### src/rtl/ijam_pkg.sv
package ijam_pkg;

    localparam int          BYTE_W   = 8;
    localparam logic [7:0]  CALL_OP  = 8'hCD;
    localparam logic [7:0]  IDLE_OP  = 8'hFF;

    typedef enum logic {
        MODE_RST  = 1'b0,
        MODE_CALL = 1'b1
    } jam_mode_e;

    typedef enum logic [1:0] {
        PH_OP = 2'd0,
        PH_LO = 2'd1,
        PH_HI = 2'd2
    } phase_e;

    // one-byte restart: two ones, source index, three ones
    function automatic logic [7:0] restart_op(input logic [2:0] n);
        return {2'b11, n, 3'b111};
    endfunction

endpackage

### src/rtl/ijam_pend.sv
module ijam_pend #(
    parameter int N_SRC = 8,
    localparam int ID_W = $clog2(N_SRC)
) (
    input  logic             clk,
    input  logic             rst,
    input  logic [N_SRC-1:0] req,
    input  logic [N_SRC-1:0] en,
    input  logic             clr_vld,
    input  logic [ID_W-1:0]  clr_id,
    output logic [N_SRC-1:0] pend,
    output logic             any,
    output logic [ID_W-1:0]  pick_id
);
    logic [N_SRC-1:0] live;
    logic [N_SRC-1:0] clr_mask;

    for (genvar g = 0; g < N_SRC; g++) begin : g_clr
        assign clr_mask[g] = clr_vld && (clr_id == ID_W'(g));
    end

    assign live = pend & en;
    assign any  = |live;

    // lowest index wins
    always_comb begin
        pick_id = '0;
        for (int i = N_SRC - 1; i >= 0; i--) begin
            if (live[i]) pick_id = ID_W'(i);
        end
    end

    always_ff @(posedge clk) begin
        if (rst) pend <= '0;
        else     pend <= (pend & ~clr_mask) | req;
    end
endmodule

### src/rtl/ijam_vtab.sv
module ijam_vtab #(
    parameter int N_SRC  = 8,
    parameter int ADDR_W = 16,
    localparam int ID_W  = $clog2(N_SRC)
) (
    input  logic              clk,
    input  logic              rst,
    input  logic              wr_en,
    input  logic [ID_W-1:0]   wr_id,
    input  logic [ADDR_W-1:0] wr_addr,
    input  logic [ID_W-1:0]   rd_id,
    output logic [ADDR_W-1:0] rd_addr
);
    logic [ADDR_W-1:0] tab [N_SRC];

    for (genvar g = 0; g < N_SRC; g++) begin : g_ent
        always_ff @(posedge clk) begin
            if (rst)                                  tab[g] <= '0;
            else if (wr_en && wr_id == ID_W'(g))      tab[g] <= wr_addr;
        end
    end

    assign rd_addr = tab[rd_id];
endmodule

### src/rtl/ijam_seq.sv
module ijam_seq
    import ijam_pkg::*;
#(
    parameter int N_SRC  = 8,
    parameter int ADDR_W = 16,
    localparam int ID_W  = $clog2(N_SRC)
) (
    input  logic              clk,
    input  logic              rst,
    input  logic              inta_n,
    input  logic              mode_in,
    input  logic              any,
    input  logic [ID_W-1:0]   pick_id,
    input  logic [ADDR_W-1:0] svc_addr,
    output logic [ID_W-1:0]   cur_id,
    output jam_mode_e         eff_mode,
    output phase_e            phase,
    output logic              busy,
    output logic              intr,
    output logic [7:0]        bus_out,
    output logic              bus_oe,
    output logic              ack_vld,
    output logic              clr_vld,
    output logic [ID_W-1:0]   clr_id
);
    logic            inta_q;
    logic            hit_q;
    jam_mode_e       mode_q;
    logic [ID_W-1:0] src_q;
    logic            fall, rise, cur_hit, last;

    assign fall     = ~inta_n & inta_q;
    assign rise     = inta_n & ~inta_q;

    assign cur_id   = busy ? src_q : pick_id;
    assign cur_hit  = busy ? hit_q : any;
    assign eff_mode = busy ? mode_q : jam_mode_e'(mode_in);
    assign last     = !cur_hit || eff_mode == MODE_RST || phase == PH_HI;

    assign intr     = ~busy & any;
    assign bus_oe   = ~inta_n;
    assign ack_vld  = ~inta_n & cur_hit;
    assign clr_vld  = rise & busy & last & hit_q;
    assign clr_id   = src_q;

    always_comb begin
        if (!cur_hit)                 bus_out = IDLE_OP;
        else if (eff_mode == MODE_RST) bus_out = restart_op(3'(cur_id));
        else begin
            unique case (phase)
                PH_LO:   bus_out = svc_addr[7:0];
                PH_HI:   bus_out = svc_addr[15:8];
                default: bus_out = CALL_OP;
            endcase
        end
    end

    always_ff @(posedge clk) begin
        if (rst) begin
            inta_q <= 1'b1;
            busy   <= 1'b0;
            hit_q  <= 1'b0;
            mode_q <= MODE_RST;
            src_q  <= '0;
            phase  <= PH_OP;
        end else begin
            inta_q <= inta_n;
            if (fall && !busy) begin
                busy   <= 1'b1;
                hit_q  <= any;
                src_q  <= pick_id;
                mode_q <= jam_mode_e'(mode_in);
            end
            if (rise && busy) begin
                if (last) begin
                    busy  <= 1'b0;
                    phase <= PH_OP;
                end else begin
                    phase <= phase_e'(phase + 2'd1);
                end
            end
        end
    end
endmodule

### src/rtl/inta_jammer.sv
module inta_jammer
    import ijam_pkg::*;
#(
    parameter int N_SRC  = 8,
    parameter int ADDR_W = 16,
    localparam int ID_W  = $clog2(N_SRC)
) (
    input  logic              clk,
    input  logic              rst,
    input  logic [N_SRC-1:0]  req_in,
    input  logic [N_SRC-1:0]  req_en,
    input  logic              call_mode,
    input  logic              cfg_we,
    input  logic [ID_W-1:0]   cfg_sel,
    input  logic [ADDR_W-1:0] cfg_addr,
    input  logic              inta_n,
    output logic              intr,
    output logic [7:0]        bus_out,
    output logic              bus_oe,
    output logic              ack_vld,
    output logic [ID_W-1:0]   ack_id
);
    logic [N_SRC-1:0]  pend_w;
    logic              any_w;
    logic [ID_W-1:0]   pick_w;
    logic [ADDR_W-1:0] svc_w;
    logic              clr_vld_w;
    logic [ID_W-1:0]   clr_id_w;
    jam_mode_e         seq_mode;
    phase_e            seq_phase;
    logic              seq_busy;

    ijam_pend #(.N_SRC(N_SRC)) u_pend (
        .clk(clk), .rst(rst), .req(req_in), .en(req_en),
        .clr_vld(clr_vld_w), .clr_id(clr_id_w),
        .pend(pend_w), .any(any_w), .pick_id(pick_w)
    );

    ijam_vtab #(.N_SRC(N_SRC), .ADDR_W(ADDR_W)) u_vtab (
        .clk(clk), .rst(rst), .wr_en(cfg_we), .wr_id(cfg_sel),
        .wr_addr(cfg_addr), .rd_id(ack_id), .rd_addr(svc_w)
    );

    ijam_seq #(.N_SRC(N_SRC), .ADDR_W(ADDR_W)) u_seq (
        .clk(clk), .rst(rst), .inta_n(inta_n), .mode_in(call_mode),
        .any(any_w), .pick_id(pick_w), .svc_addr(svc_w),
        .cur_id(ack_id), .eff_mode(seq_mode), .phase(seq_phase),
        .busy(seq_busy), .intr(intr), .bus_out(bus_out), .bus_oe(bus_oe),
        .ack_vld(ack_vld), .clr_vld(clr_vld_w), .clr_id(clr_id_w)
    );
endmodule

### config.mk
export PLATFORM = sky130hd
export DESIGN_NAME = inta_jammer
export DESIGN_NICKNAME = d
export VERILOG_FILES = /design/src/rtl/ijam_pkg.sv /design/src/rtl/ijam_pend.sv /design/src/rtl/ijam_vtab.sv /design/src/rtl/ijam_seq.sv /design/src/rtl/inta_jammer.sv
export SDC_FILE = /design/constraint.sdc
export NUM_CORES = 1
export LEC_CHECK = 0
export CAP_MARGIN = 10
export CORE_ASPECT_RATIO = 1.75
export CORE_MARGIN = 10
export CORE_UTILIZATION = 39
export CTS_CLUSTER_DIAMETER = 80
export DETAILED_ROUTE_END_ITERATION = 12
export GPL_TIMING_DRIVEN = 1
export SKIP_LAST_GASP = 1
export SLEW_MARGIN = 20
export SYNTH_ARGS = -nofsm -noshare
export SYNTH_HDL_FRONTEND = slang
export SYNTH_SLANG_ARGS = --single-unit
### constraint.sdc
create_clock -name clk -period 5.3 [get_ports clk]
set_input_delay 0.795 -clock clk [delete_from_list [all_inputs] [get_ports clk]]
set_output_delay 0.795 -clock clk [all_outputs]
set_load 0.02 [all_outputs]
==> metrics.yaml <==
cts_tree: "yes"
drv_slew: 0
yosysTopAreaCellShare: 0.5383
drtIter0Drc: 300
fin_crit_sh: 0.9073
synth_cells: 577
dp_hpwl_um: 13460
ys_top_cells_by_area: "edfxtp_1, and2_1, mux2i_1"
grtUsageTotal: 0.1618
h-tree-depth: 4
num_rows: 65
vias_per_cell: 5.308
relSlewSlack: 0.2860
worst_slew_pin_slew_ps: 1070
cts.reportedPaths.clkPinSlew_ps: 60
synth_cell_type_count: 52
core_sq_um: 18050
finalNonFillerCells: 882
grt_pass1_vias: 4958
reg2reg_setup_slack_ps: 2820
synth.largest_area_cell: "edfxtp_1"
yosysMostFrequentCell: "and2_1"
fin_setup_tns_ps: 0
fin_crit_ps: 4809
cts_buffers: 17
arrival_ps: 4010
start_util: 0.3955
syn_nets: 619
ios: 54
syn-cell-area_sq_um: 7141
seqCellArea_sq_um: 4184
postLayoutCoreUtil: 0.4737
vias: 4682
cts_num_sinks: 145
syn_to_final_growth_pct: 19.77
die_x_um: 122.3
synth.avg_cell_area_sq_um: 12.38
ys_seq_area_frac: 0.5859
maxCapViolCount: 0
critPathLaunchType: "input pin"
postCtsSetupBuffers: 0
ctsHoldBuffers: 0
clockBufferDepth: 2
diodes: 0
p_leak_nw: 3.096
cts-root-buf: "clkbuf_16"
grt_pass1_wl_um: 29310
hold_class: "reg -> reg"
rsz0062_at_grt: "no"
routabilityCongestion: 0.8627
placed_cells_incl_taps: 851
p_total_mw: 2.955
fill_cells: 1619
port_buffers: 53
cts_resized: 0
drt_pass1_iterations: 4
gr-total-overflow: 0
hold_viol: 0
antenna_found_initial: 0
synth-main-ff-cell: "edfxtp_1"
ys_ff_latch: 145
fin_skew_ps: 4.698
place_area_sq_um: 7961
grt_max_degree: 32
wire_per_inst_um: 21.72
nNetsFinal: 678
netlist_top_cells_count: "and2_1, edfxtp_1, mux2i_1"
clk_latency_ps: 410
max_clock_freq_mhz: 208.0
die_h_um: 199
crit_fanout: 14
power_density_nw_per_um2: 345.5
finalSetupViolCount: 0
fp.dieArea_sq_um: 24330
required_ps: 4510
fin_area_sq_um: 8552
critPathCaptureType: "output port"
drive_above_1_share: 0.1157
max-vdd-ir-drop_uv: 184.1
drc: 0
async_flop_share: 0
yosys_warnings: 0
worstSetupPathType: "in -> out"
multiInputGateArea_sq_um: 2768
synth_edf_count: 128
status: "finished, final reports clean"
drt-total-wl_um: 19150
ant_nets: 0
## cell families (layout without fill, tap and decap cells)
| group | after synthesis | after routing | synth area share |
|---|---|---|---|
| simple gates | 224 | 224 | 0.1775 |
| flops | 145 | 145 | 0.5859 |
| mux | 88 | 88 | 0.1267 |
| compound gates | 77 | 77 | 0.07324 |
| buf+inv | 41 | 112 | 0.03312 |
| fa+ha+maj | 2 | 2 | 0.003504 |
## metrics by stage
stage | setup slack [ps] | hold WS, ps
floorplan | 1698 | 477.2
global placement | 554.9 | 503.2
detailed placement | 507.3 | 517.6
CTS | 494.6 | 531.2
global route | 338.8 | 560.7
finish | 491.5 | 530.7
## power by group
group	internal [mW]	leakage, nW	switching (mW)	total, mW
logic	0.186	1.43	0.239	0.425
registers	1.32	1.38	0.0323	1.35
clock network	0.731	0.283	0.448	1.18
## state kept, by name, indices dropped and copies added, names as in the netlist
| register | cells |
|---|---|
| u_pend.pend | 8 |
| u_seq.phase | 2 |
| u_seq.busy | 1 |
| u_seq.inta_q | 1 |
| u_seq.mode_q | 1 |
| u_seq.hit_q | 1 |
| u_vtab.tab | 128 |
| u_seq.clr_id | 3 |
## area by class of cell
| cell class | instances | area share |
|---|---|---|
| flip-flops and latches | 145 | 0.4892 |
| multi-input cells | 391 | 0.3236 |
| repair buffers | 68 | 0.07813 |
| clock buffers | 19 | 0.05062 |
| well taps | 234 | 0.03424 |
| clock inverters | 12 | 0.01668 |
| inverters | 13 | 0.007462 |
## worst max-delay path, cell delays in order
cell and delay [ps]:
clkdlybuf4s50_1 470, a22o_1 270, a2111o_1 380, and2_1 310, inv_2 360, nand2_1 150, or3_1 400, nand4_1 100
o211a_1 180, clkdlybuf4s50_1 610
## final timing paths
| path | startpoint | depth (start not counted) | to |
|---|---|---|---|
| worst min register to register | u_seq.mode_q | 2 | u_seq.mode_q |
| worst max register to register | u_seq.busy | 6 | u_pend.pend[4] |
| worst max-delay path | req_en[3] | 10 | bus_out[3] |
| worst min-delay path | u_seq.mode_q | 2 | u_seq.mode_q |
## cell usage in the layout, fill, tap and decap left out, drive strengths merged, types with 2 or more instances in the layout
| cell type | synthesis | routed |
|---|---|---|
| a211o | 4 | 4 |
| a211oi | 6 | 6 |
| a21oi | 18 | 18 |
| a22o | 4 | 4 |
| a22oi | 4 | 4 |
| a31oi | 3 | 3 |
| and2 | 129 | 129 |
| buf | 13 | 15 |
| bufinv | 0 | 3 |
| clkbuf | 15 | 19 |
| clkdlybuf4s50 | 0 | 53 |
| clkinv | 1 | 10 |
| dfxtp | 17 | 17 |
| edfxtp | 128 | 128 |
| ha | 2 | 2 |
| inv | 12 | 12 |
| mux2 | 16 | 16 |
| mux2i | 72 | 72 |
| nand2 | 32 | 32 |
| nand2b | 9 | 9 |
| nand3 | 8 | 8 |
| nand4 | 5 | 5 |
| nor2 | 18 | 18 |
| nor2b | 3 | 3 |
| nor3 | 5 | 5 |
| o21a | 2 | 2 |
| o21ai | 12 | 12 |
| o21bai | 7 | 7 |
| o221ai | 3 | 3 |
| o22ai | 6 | 6 |
| or2 | 5 | 5 |
| or3 | 5 | 5 |
## routing by layer
metal,routed length [um],GRT usage
met1,6946,0.1593
met2,10850,0.3096
met3,687,0.02952
met4,665,0.08063
met5,0,0
Power figures use the tool's default switching activity.
